`src/rtl/pm_csr_pkg.sv`:
```
package pm_csr_pkg;
  localparam int unsigned REG_W   = 16;
  localparam int unsigned BYTE_W  = 8;
  localparam int unsigned NBYTES  = REG_W / BYTE_W;
  localparam int unsigned STATE_W = 2;
  localparam int unsigned SEL_W   = 4;
  localparam int unsigned SCALE_W = 2;
  localparam int unsigned NUM_RATINGS = 8;

  // Field positions decoded by neighbouring configuration logic
  localparam int unsigned STATE_LSB = 0;
  localparam int unsigned EN_BIT    = 8;
  localparam int unsigned SEL_LSB   = 9;
  localparam int unsigned SCALE_LSB = 13;
  localparam int unsigned STS_BIT   = 15;

  typedef enum logic [STATE_W-1:0] {
    PS_D0 = 2'b00,
    PS_D1 = 2'b01,
    PS_D2 = 2'b10,
    PS_D3 = 2'b11
  } pwr_state_e;

  function automatic logic sel_in_range(input logic [SEL_W-1:0] sel);
    return ({28'd0, sel} < NUM_RATINGS);
  endfunction

  // Consumption ratings (0..3) use unit scale; dissipation (4..7) uses 1/10
  function automatic logic [SCALE_W-1:0] scale_of(input logic [SEL_W-1:0] sel);
    if (!sel_in_range(sel)) return '0;
    return (sel >= SEL_W'(NUM_RATINGS / 2)) ? SCALE_W'(1) : SCALE_W'(0);
  endfunction
endpackage

```
`src/rtl/pm_state_field.sv`:
```
module pm_state_field
  import pm_csr_pkg::*;
(
  input  logic               clk,
  input  logic               pci_rst,
  input  logic               wr_lo,
  input  logic [STATE_W-1:0] wd_state,
  output pwr_state_e         state
);
  always_ff @(posedge clk) begin
    if (pci_rst)    state <= PS_D0;
    else if (wr_lo) state <= pwr_state_e'(wd_state);
  end
endmodule

```
`src/rtl/pm_wake_ctl.sv`:
```
module pm_wake_ctl (
  input  logic clk,
  input  logic pci_rst,
  input  logic d3cold_cap,
  input  logic wr_hi,
  input  logic wd_en,
  input  logic wd_sts,
  input  logic wake_evt,
  output logic pme_en,
  output logic pme_sts,
  output logic pme_req
);
  logic sticky_hold;
  logic sts_set;
  logic sts_clr;

  assign sticky_hold = pci_rst && d3cold_cap;
  assign sts_set     = wake_evt;
  assign sts_clr     = wr_hi && wd_sts;

  always_ff @(posedge clk) begin
    if (pci_rst) begin
      if (!sticky_hold) begin
        pme_en  <= 1'b0;
        pme_sts <= 1'b0;
      end
    end else begin
      if (wr_hi) pme_en <= wd_en;
      if (sts_set)      pme_sts <= 1'b1;
      else if (sts_clr) pme_sts <= 1'b0;
    end
  end

  assign pme_req = pme_sts && pme_en;
endmodule

```
`src/rtl/pm_data_sel.sv`:
```
module pm_data_sel
  import pm_csr_pkg::*;
#(
  parameter int unsigned DATA_W      = 8,
  parameter int unsigned BASE_RATING = 200,
  parameter int unsigned RATING_STEP = 20
) (
  input  logic               clk,
  input  logic               pci_rst,
  input  logic               wr_hi,
  input  logic [SEL_W-1:0]   wd_sel,
  output logic [SEL_W-1:0]   sel,
  output logic [SCALE_W-1:0] scale,
  output logic [DATA_W-1:0]  data
);
  localparam logic [DATA_W-1:0] BASE_V = DATA_W'(BASE_RATING);
  localparam logic [DATA_W-1:0] STEP_V = DATA_W'(RATING_STEP);

  function automatic logic [DATA_W-1:0] rating_of(input logic [SEL_W-1:0] s);
    if (!sel_in_range(s)) return '0;
    return BASE_V - DATA_W'(s) * STEP_V;
  endfunction

  always_ff @(posedge clk) begin
    if (pci_rst)    sel <= '0;
    else if (wr_hi) sel <= wd_sel;
  end

  assign scale = scale_of(sel);
  assign data  = rating_of(sel);
endmodule

```
`src/rtl/pm_csr_reg.sv`:
```
module pm_csr_reg
  import pm_csr_pkg::*;
#(
  parameter int unsigned DATA_W      = 8,
  parameter int unsigned BASE_RATING = 200,
  parameter int unsigned RATING_STEP = 20
) (
  input  logic              clk,
  input  logic              pci_rst,
  input  logic              soft_rst,
  input  logic              d3cold_pme_cap,
  input  logic              wake_evt,
  input  logic              wr_en,
  input  logic [NBYTES-1:0] wr_be,
  input  logic [REG_W-1:0]  wr_data,
  output logic [REG_W-1:0]  rd_data,
  output logic [STATE_W-1:0] pwr_state,
  output logic              pme_out,
  output logic [DATA_W-1:0] pm_data
);
  logic [NBYTES-1:0]  byte_wr;
  pwr_state_e         state_q;
  logic               en_q;
  logic               sts_q;
  logic [SEL_W-1:0]   sel_q;
  logic [SCALE_W-1:0] scale_w;

  // The D3hot->D0 internal reset deliberately reaches no storage here
  logic soft_rst_unused;
  assign soft_rst_unused = soft_rst;

  for (genvar b = 0; b < NBYTES; b++) begin : g_strobe
    assign byte_wr[b] = wr_en && wr_be[b];
  end

  pm_state_field u_state (
    .clk      (clk),
    .pci_rst  (pci_rst),
    .wr_lo    (byte_wr[0]),
    .wd_state (wr_data[STATE_LSB +: STATE_W]),
    .state    (state_q)
  );

  pm_wake_ctl u_wake (
    .clk        (clk),
    .pci_rst    (pci_rst),
    .d3cold_cap (d3cold_pme_cap),
    .wr_hi      (byte_wr[1]),
    .wd_en      (wr_data[EN_BIT]),
    .wd_sts     (wr_data[STS_BIT]),
    .wake_evt   (wake_evt),
    .pme_en     (en_q),
    .pme_sts    (sts_q),
    .pme_req    (pme_out)
  );

  pm_data_sel #(
    .DATA_W      (DATA_W),
    .BASE_RATING (BASE_RATING),
    .RATING_STEP (RATING_STEP)
  ) u_data (
    .clk     (clk),
    .pci_rst (pci_rst),
    .wr_hi   (byte_wr[1]),
    .wd_sel  (wr_data[SEL_LSB +: SEL_W]),
    .sel     (sel_q),
    .scale   (scale_w),
    .data    (pm_data)
  );

  always_comb begin
    rd_data = '0;
    rd_data[STATE_LSB +: STATE_W] = state_q;
    rd_data[EN_BIT]               = en_q;
    rd_data[SEL_LSB +: SEL_W]     = sel_q;
    rd_data[SCALE_LSB +: SCALE_W] = scale_w;
    rd_data[STS_BIT]              = sts_q;
  end

  assign pwr_state = state_q;
endmodule

```
`config.mk`:
```
export PLATFORM = sky130hd
export DESIGN_NAME = pm_csr_reg
export DESIGN_NICKNAME = d
export VERILOG_FILES = /design/src/rtl/pm_csr_pkg.sv /design/src/rtl/pm_state_field.sv /design/src/rtl/pm_wake_ctl.sv /design/src/rtl/pm_data_sel.sv /design/src/rtl/pm_csr_reg.sv
export SDC_FILE = /design/constraint.sdc
export NUM_CORES = 1
export LEC_CHECK = 0
export ABC_AREA = 1
export CAP_MARGIN = 20
export CORE_UTILIZATION = 35
export DETAILED_ROUTE_END_ITERATION = 8
export DONT_BUFFER_PORTS = 1
export GPL_TIMING_DRIVEN = 0
export HOLD_SLACK_MARGIN = 0.12
export PLACE_DENSITY = 0.6
export SLEW_MARGIN = 0
export SYNTH_ARGS = -nofsm -noshare
export SYNTH_HDL_FRONTEND = slang
export SYNTH_SLANG_ARGS = --single-unit
export TNS_END_PERCENT = 20
```
`constraint.sdc`:
```
create_clock -name clk -period 5.8 [get_ports clk]
set_input_delay 0.87 -clock clk [delete_from_list [all_inputs] [get_ports clk]]
set_output_delay 0.87 -clock clk [all_outputs]
set_load 0.01 [all_outputs]
```
==> flow_summary.json, run 1 <==
{
  "layout-drive-gt1-share_pct": 22.45,
  "fmaxAchievable_mhz": 310.1,
  "cp-end-kind": "primary output",
  "p_leak_nw": 0.3574,
  "gp_congestion": 0.7162,
  "drc": 0,
  "yosys.area.top_type": "dfxtp_1",
  "grt_start_max_net_pins": 10,
  "setup_viol": 0,
  "p_per_area_mw_per_mm2": 226.4,
  "pin_count": 51,
  "dr.pass1.iters": 6,
  "path_common_cell": "ha_1",
  "overflow": 0,
  "crit_chain": "ha_1, ha_1, inv_1, fa_1, or2_1, nand3_2, nand2_1, nor2_1",
  "slowest_stage": "dfxtp_1",
  "final_cell_mix": "15 x nor2_1, 13 x buf_4, 9 x o21ai_1, 9 x conb_1",
  "vdd_ir_drop_max_mv": 0.1193,
  "path_max_fanout": 6,
  "cp.required_ns": 4.93,
  "hold_viol": 0,
  "cts_inserted_buffers": 3,
  "fill_cells": 178,
  "antenna_left": 0,
  "wl_per_cell_um": 10.02,
  "synthTopCellsByArea": "dfxtp_1 20%, buf_4 16%, edfxtp_1 9.8%",
  "post-route-period-util_pct": 55.59,
  "multi_input_area_um2": 312.8,
  "start_kind": "register",
  "die_w_um": 43.86,
  "cts_root_buf": "clkbuf_4",
  "num_vias": 531,
  "finalSetupTns_ns": 0,
  "cts_tree": "done",
  "drv_cap": 0,
  "antenna_found_initial": 0,
  "critPathKind": "register to primary output",
  "std_cell_rows": 14,
  "yosysTopAreaCellShare_pct": 19.59,
  "arrival_ns": 2.35,
  "antenna_cells": 0,
  "clock_sinks": 8,
  "synth_cell_types": 18,
  "initial_utilization_pct": 38.89,
  "netlist_instances": 86,
  "grt_setup_unrepaired": "no",
  "post_cts_buffers": 0,
  "cts_hold_buffers": 0,
  "yosysWarnings": 0,
  "numPortBuffers": 0,
  "nets": 128,
  "finalClockSkew_ns": 0,
  "mostFrequentLayoutCell": "nor2_1",
  "grt_use_total_pct": 13.27,
  "syn_area_per_cell_um2": 7.129,
  "ys_seq_area_share_pct": 29.39,
  "drt_iter0_markers": 4,
  "status": "finished, final reports clean",
  "die-area_mm2": 0.001923,
  "place_hpwl_um": 931.7,
  "die_h_um": 43.86,
  "min_path_type": "register to register",
  "seq_area_um2": 180.2,
  "syn_area_um2": 613.1,
  "clock_latency_ns": 0.24,
  "htree_levels": 1,
  "ys_ff_latch": 8,
  "grt_pass1_vias": 450,
  "grt_first_pass_wirelength_um": 1883,
  "core-area_mm2": 0.001577,
  "critPathMaxStageDelay_ns": 0.51,
  "cts_max_path_buffers": 2,
  "wl_um": 1142,
  "drv_slew": 0,
  "clk_pin_slew_worst_paths_ns": 0.06,
  "area_delta_synth_final_pct": 12.45,
  "post-route-util_pct": 43.73,
  "cts.repair.resized": 0,
  "viasPerCell": 4.658,
  "finalCriticalPeriod_ns": 3.224
}
==> cell usage after synthesis (all sizes together) <==
master,instances
edfxtp,2
inv,13
nand3,3
dfxtp,6
nor2,15
o21ai,10
clkinv,1
nand3b,1
a21oi,8
ha,4
nand2,6
buf,13
conb,1
or2,2
fa,1
==> worst max-delay path: cells and delay by family, from the launching register on <==
| family | cells | cell delay, ns |
|---|---|---|
| adder cells (fa/ha/maj) | 3 | 0.96 |
| buffers and inverters | 1 | 0.06 |
| flip-flops | 1 | 0.51 |
| AND/OR/NAND/NOR | 4 | 0.57 |
==> power by group <==
| group | internal (mW) | total, mW | switching, mW |
|---|---|---|---|
| Sequential | 0.0618 | 0.0676 | 0.00588 |
| Clock | 0.0263 | 0.0453 | 0.0190 |
| Combinational | 0.0171 | 0.0432 | 0.0261 |
| Total | 0.105 | 0.156 | 0.0509 |
==> routing by layer <==
metal | vias up | GRT usage [%] | share of wire, %
met5 | - | 0 | 0
met4 | 0 | 3.636 | 1.3
met3 | 2 | 6.667 | 8.1
met2 | 26 | 20.60 | 46
met1 | 228 | 16.28 | 44
li1 | 275 | - | -
==> layout make-up <==
class / count / share of cell area, %
clock buffers: 4 / 3.811
multi-input cells: 59 / 45.37
well taps: 16 / 2.904
inverters: 14 / 7.623
plain buffers: 13 / 14.16
flip-flops and latches: 8 / 26.13
==> flip-flops by register name (all words and copies together) (netlist names) <==
signal,cells
u_wake.pme_en,1
u_state.state,2
u_data.sel,4
u_wake.pme_sts,1
==> worst paths after layout <==
kind	start	to	slack [ns]	depth (start not counted)
hold / removal	u_state.state[0]	u_state.state[0]	0.56	2
setup reg to reg	u_data.sel[3]	u_data.sel[3]	5.00	2
setup / recovery	u_data.sel[3]	pm_data[7]	2.58	8
hold reg to reg	u_state.state[0]	u_state.state[0]	0.56	2
==> cells by family after synthesis <==
| family | Yosys count | share of synthesized area [%] |
|---|---|---|
| adder cells (fa/ha/maj) | 5 | 11.43 |
| AO/OA/AOI/OAI | 18 | 14.69 |
| buffers and inverters | 27 | 24.49 |
| other | 1 | 0.6117 |
| AND/OR/NAND/NOR | 27 | 19.39 |
| flip-flops | 8 | 29.39 |
==> metrics by stage <==
step / hold WS, ns / cells / worst slack (ns) / cell area [um2] / power [mW]
final: 0.5551 / 114 / 2.576 / 689.4 / 0.1561
after floorplan: 0.5218 / 94 / 2.999 / 643.1 / 0.1065
after global placement: 0.5385 / 110 / 2.870 / 663.1 / 0.1113
after detailed placement: 0.5524 / 110 / 2.842 / 663.1 / 0.1122
after global routing: 0.5912 / 114 / 2.438 / 689.4 / 0.1695
after CTS: 0.5587 / 114 / 2.554 / 689.4 / 0.1581
(Power assumes the default switching activity.)
==> run 2: changes to the inputs <==
Settings changed: ABC_AREA 1 to 0.
Clock period 5.8 ns to 3.1 ns, I/O delays scaled along.
==> run 2 against run 1 <==
Sequential share of layout area rose by 0.93 points. Routed wire length is 7.2% lower. Register-to-register slack worse by 2.9 ns. Sequential cell count did not move. Sequential power is 79% higher. Global-route usage is 1.1 points lower. Via count decreased by 5.8%. Critical path depth is 2 lower. Clock power up 77%. Clock skew stayed put. Largest cell class unchanged. Largest power group unchanged.
==> flow_summary.json, run 2 <==
{
  "num_vias": 500,
  "post-route-period-util_pct": 91.06,
  "cts_hold_buffers": 0,
  "min_path_type": "input pin to register",
  "largest_register_ffs": 4,
  "place_hpwl_um": 879.3,
  "die_h_um": 43.17,
  "ys_ff_latch": 8,
  "syn_area_per_cell_um2": 8.014,
  "synth_ff_type": "dfxtp_1",
  "cts_tree": "done",
  "top_register": "u_data.sel",
  "yosysTopAreaCellShare_pct": 20.25,
  "clk_pin_slew_worst_paths_ns": 0.06,
  "yosys-top-cells-count": "13 x buf_4, 9 x a21oi_1, 8 x nand2_1",
  "worst_r2r_endpoint": "u_data.sel[3]",
  "finalCriticalPeriod_ns": 2.823,
  "hold_viol": 0,
  "yosysMostFrequentCell": "buf_4",
  "stdcell_area_um2": 665.6,
  "p_int_mw": 0.1854,
  "clock_sinks": 8,
  "hold_end": "u_data.sel[0]",
  "initial_utilization_pct": 38.47,
  "syn_area_um2": 593.1,
  "grt_pass1_vias": 418,
  "clock_latency_ns": 0.25,
  "grt_setup_unrepaired": "no",
  "p_sw_mw": 0.07868,
  "multi_input_area_um2": 320.3,
  "hp-start": "wr_data[9]",
  "layoutNonFillerInstCount": 101,
  "grt_use_total_pct": 12.22,
  "gp_congestion": 0.7245,
  "grt_first_pass_wirelength_um": 1676,
  "core-area_mm2": 0.001541,
  "nets": 116,
  "mostFrequentLayoutCell": "buf_4",
  "p_comb_share_pct": 23.8,
  "wl_per_cell_um": 10.50,
  "ys_seq_area_share_pct": 30.38,
  "arrival_ns": 2.36,
  "drv_slew": 0,
  "netlist_instances": 74,
  "async_flop_share_pct": 0,
  "yosys.area.top_type": "dfxtp_1",
  "cts_root_buf": "clkbuf_4",
  "p_per_area_mw_per_mm2": 396.8,
  "status": "finished, final reports clean",
  "drt_iter0_markers": 8,
  "cp.required_ns": 2.63,
  "die-area_mm2": 0.001863,
  "antenna_cells": 0,
  "p_sw_share_pct": 29.79,
  "drc": 0,
  "fin_total_pwr_mw": 0.2641,
  "r2r_cells": 3,
  "hold_depth": 2,
  "dp_cells": 98,
  "numPortBuffers": 0,
  "cts_max_path_buffers": 2,
  "seq_area_um2": 180.2,
  "start_kind": "register",
  "setup_viol": 0,
  "area_delta_synth_final_pct": 12.24,
  "cts.repair.resized": 0,
  "htree_levels": 1,
  "drv_cap": 0,
  "die_w_um": 43.17,
  "dr.pass1.iters": 4,
  "grt_start_max_net_pins": 11,
  "detailed_place.area_um2": 643.1,
  "post_cts_buffers": 0,
  "pin_count": 51,
  "finalSetupTns_ns": 0,
  "vdd_ir_drop_max_mv": 0.1710,
  "final_cell_mix": "13 x buf_4, 9 x a21oi_1, 9 x conb_1",
  "p_leak_nw": 0.3003,
  "rr_startpoint": "u_data.sel[3]",
  "fmaxAchievable_mhz": 354.2,
  "cts_inserted_buffers": 3,
  "synth_cell_types": 23,
  "cp-end-kind": "primary output",
  "wl_um": 1060,
  "critPathKind": "register to primary output",
  "yosysWarnings": 0,
  "synthTopCellsByArea": "dfxtp_1 20%, buf_4 16%, edfxtp_1 10%",
  "antenna_found_initial": 0,
  "clockPowerShare_pct": 30.4,
  "r2r_setup_slack_ns": 2.09,
  "reg_top3": "u_data.sel x4, u_state.state x2",
  "synth-edff-count": 2,
  "overflow": 0,
  "fill_cells": 176,
  "std_cell_rows": 14,
  "finalClockSkew_ns": 0,
  "viasPerCell": 4.950,
  "antenna_left": 0,
  "path_max_fanout": 6,
  "seq_power_share_pct": 45.9,
  "layout-drive-gt1-share_pct": 21.18
}
[run 2: cell types whose count changed after synthesis, moves of 4 or more]
cell | before | now
nand3_1 | 2 | 6
nor2_1 | 15 | 4
nor2b_1 | 0 | 4
inv_2 | 5 | 0
inv_1 | 8 | 3
o21ai_1 | 9 | 0
[run 2: cells by family (layout without fill, tap and decap cells)]
kind of cell / count (synthesis) / in the layout / share of synthesized area (%)
AOI/OAI and AO/OA: 12 / 12 / 11.18
xor gates and xnor gates: 2 / 2 / 2.954
adders and majority gates: 5 / 5 / 11.81
buffers and inverters: 19 / 22 / 20.67
DFF: 8 / 8 / 30.38
muxes: 1 / 1 / 1.688
other: 1 / 9 / 0.6323
and+or+nand+nor: 26 / 26 / 20.68
[run 2: how the worst max path moves through the flow]
stage             startpoint          to  slack (ns)  cells past startpoint
5_1_grt        u_data.sel[1]  pm_data[7]        0.15                      6
3_5_place_dp   u_data.sel[1]  pm_data[7]        0.53                      6
6_report       u_data.sel[1]  pm_data[7]        0.28                      6
2_1_floorplan  u_data.sel[1]  pm_data[7]        0.66                      6
4_1_cts        u_data.sel[1]  pm_data[7]        0.26                      6
3_3_place_gp   u_data.sel[1]  pm_data[7]        0.56                      6
[run 2: per-stage QoR]
| step | worst slack (ns) | util (%) | hold WS (ns) |
|---|---|---|---|
| final | 0.2771 | 43.18 | 0.3548 |
| after global routing | 0.1527 | 43.18 | 0.3652 |
| after CTS | 0.2556 | 43.18 | 0.3520 |
| after detailed placement | 0.5304 | 41.72 | 0.5072 |
| after global placement | 0.5577 | 41.72 | 0.5113 |
| after floorplan | 0.6564 | - | 0.4928 |
[run 2: critical path, stage by stage (launching register included)]
cell and delay [ns]:
dfxtp_1 0.48, ha_1 0.29, ha_1 0.19, inv_1 0.06, fa_1 0.45, or3_1 0.38
a21oi_1 0.26
[run 2: final cells by class]
cell class / count / area share, %
multi-input combinational: 55 / 48.12
buffer: 16 / 16.73
tap: 16 / 3.008
inverter: 3 / 1.692
clock buffer: 3 / 3.383
sequential: 8 / 27.07
[run 2: routing by layer]
layer / vias to the layer above / share of wire, % / track usage (%)
met5: - / 0 / 0
li1: 253 / - / -
met3: 2 / 12 / 4.681
met2: 30 / 47 / 17.91
met4: 0 / 1.4 / 7.273
met1: 215 / 39 / 14.96
[run 2: power groups by stage]
stage                     sequential [mW]  clock (mW)  combinational (mW)
after global routing                0.122      0.0874              0.0697
after CTS                           0.121      0.0831              0.0630
final                               0.121      0.0803              0.0627
after floorplan                     0.122           0              0.0573
after detailed placement            0.124           0              0.0630
after global placement              0.123           0              0.0620
==> run 3: changes to the inputs <==
Settings changed: RECOVER_POWER set to 25.
==> run 3 against run 2 <==
Clock skew stayed put. Maximum frequency about the same. Routed wire length grew 0.57%. Setup slack hardly changed. Critical path depth did not move. Non-clock buffer count is the same. Clock power barely moved. Power is 0.17% lower. Sequential cell count did not move. Combinational power about the same. Clock-buffer cell count unchanged. Final cell count unchanged. Critical endpoint unchanged.
==> flow_summary.json, run 3 (same netlist as run 2, synthesis figures left out) <==
{
  "numPortBuffers": 0,
  "final_cell_mix": "13 x buf_4, 9 x a21oi_1, 9 x conb_1",
  "grt_use_total_pct": 12.22,
  "initial_utilization_pct": 38.47,
  "p_per_area_mw_per_mm2": 397.6,
  "setup_ws_ns": 0.2776,
  "drt_iter0_markers": 9,
  "mostFrequentLayoutCell": "buf_4",
  "path_max_fanout": 6,
  "arrival_ns": 2.36,
  "status": "finished, final reports clean",
  "clk_pin_slew_worst_paths_ns": 0.06,
  "cp_top_family": "adder cells",
  "overflow": 0,
  "worst_r2r_endpoint": "u_data.sel[3]",
  "wl_um": 1066,
  "antenna_found_initial": 0,
  "reg_top3": "u_data.sel x4, u_state.state x2",
  "critPathMaxStageDelay_ns": 0.48,
  "dp_cells": 98,
  "place_hpwl_um": 879.3,
  "drv_cap": 0,
  "cp-end-kind": "primary output",
  "antenna_left": 0,
  "layoutNonFillerInstCount": 101,
  "grt_pass1_vias": 418,
  "area_delta_synth_final_pct": 11.81,
  "antenna_cells": 0,
  "post_cts_buffers": 0,
  "hold_depth": 2,
  "post-route-period-util_pct": 91.04,
  "wl_per_cell_um": 10.55,
  "clock_sinks": 8,
  "fmaxAchievable_mhz": 354.3,
  "drc": 0,
  "setup_viol": 0,
  "finalClockSkew_ns": 0,
  "seq_area_um2": 180.2,
  "cp.required_ns": 2.63,
  "largest_register_ffs": 4,
  "top_register": "u_data.sel",
  "cts_inserted_buffers": 3,
  "hp-start": "wr_data[9]",
  "cts.repair.resized": 0,
  "multi_input_area_um2": 320.3,
  "start_kind": "register",
  "cts_hold_buffers": 0,
  "fill_cells": 176,
  "htree_levels": 1,
  "cts_tree": "done",
  "pre_cts_slack_ns": 0.5304,
  "vdd_ir_drop_max_mv": 0.1711,
  "hold_end": "u_data.sel[0]",
  "drv_slew": 0,
  "cts_max_path_buffers": 2,
  "layout-drive-gt1-share_pct": 18.82,
  "grt_setup_unrepaired": "no",
  "cts_root_buf": "clkbuf_4",
  "r2r_cells": 3,
  "die_h_um": 43.17,
  "gp_congestion": 0.7245,
  "num_vias": 499,
  "slowest_stage": "dfxtp_1",
  "hold_viol": 0,
  "finalSetupTns_ns": 0,
  "grt_start_max_net_pins": 11,
  "nets": 116,
  "std_cell_rows": 14,
  "die-area_mm2": 0.001863,
  "p_leak_nw": 0.2948,
  "min_path_type": "input pin to register",
  "dr.pass1.iters": 4,
  "die_w_um": 43.17,
  "finalCriticalPeriod_ns": 2.822,
  "r2r_setup_slack_ns": 2.09,
  "clock_latency_ns": 0.25,
  "pin_count": 51,
  "critPathKind": "register to primary output",
  "rr_startpoint": "u_data.sel[3]",
  "core-area_mm2": 0.001541,
  "crit_chain": "ha_1, ha_1, inv_1, fa_1, or3_1, a21oi_1",
  "viasPerCell": 4.941,
  "critPathBufInv": 1,
  "path_common_cell": "ha_1",
  "grt_first_pass_wirelength_um": 1676
}
run 3: cell types whose count changed in the layout (fill, tap and decap cells not counted):
cell,before,now
clkbuf_1,1,3
buf_2,2,0
run 3: layout make-up:
| cell class | instances | area share [%] |
|---|---|---|
| buffer | 16 | 16.42 |
| inverter | 3 | 1.698 |
| clock buffer | 3 | 3.396 |
| sequential | 8 | 27.17 |
| tap | 16 | 3.019 |
| multi-input combinational | 55 | 48.30 |
run 3: through the flow:
step | power, mW | util, % | instance area, um2 | hold slack, ns
6_report | 0.2636 | 43.02 | 663.1 | 0.3553
5_1_grt | 0.2791 | 43.02 | 663.1 | 0.3652
4_1_cts | 0.2674 | 43.18 | 665.6 | 0.3520
3_5_place_dp | 0.1866 | 41.72 | 643.1 | 0.5072
3_3_place_gp | 0.1854 | 41.72 | 643.1 | 0.5113
2_1_floorplan | 0.1792 | - | 623.1 | 0.4928
run 3: routing by layer:
layer	vias to the layer above	global-route usage, %	share of wire [%]
li1	252	-	-
met4	0	7.273	1.4
met1	217	14.96	40
met5	-	0	0
met3	2	4.681	12
met2	28	17.91	47
run 3: how the worst max path moves through the flow:
stage / slack, ns / cells past startpoint / endpoint / from
detailed placement: 0.53 / 6 / pm_data[7] / u_data.sel[1]
floorplan: 0.66 / 6 / pm_data[7] / u_data.sel[1]
finish: 0.28 / 6 / pm_data[7] / u_data.sel[1]
global route: 0.15 / 6 / pm_data[7] / u_data.sel[1]
CTS: 0.26 / 6 / pm_data[7] / u_data.sel[1]
global placement: 0.56 / 6 / pm_data[7] / u_data.sel[1]
run 3: power by group:
| part | switching (mW) | total (mW) | internal, mW |
|---|---|---|---|
| Clock | 0.0358 | 0.0802 | 0.0443 |
| Combinational | 0.0356 | 0.0624 | 0.0268 |
| Sequential | 0.00722 | 0.121 | 0.114 |
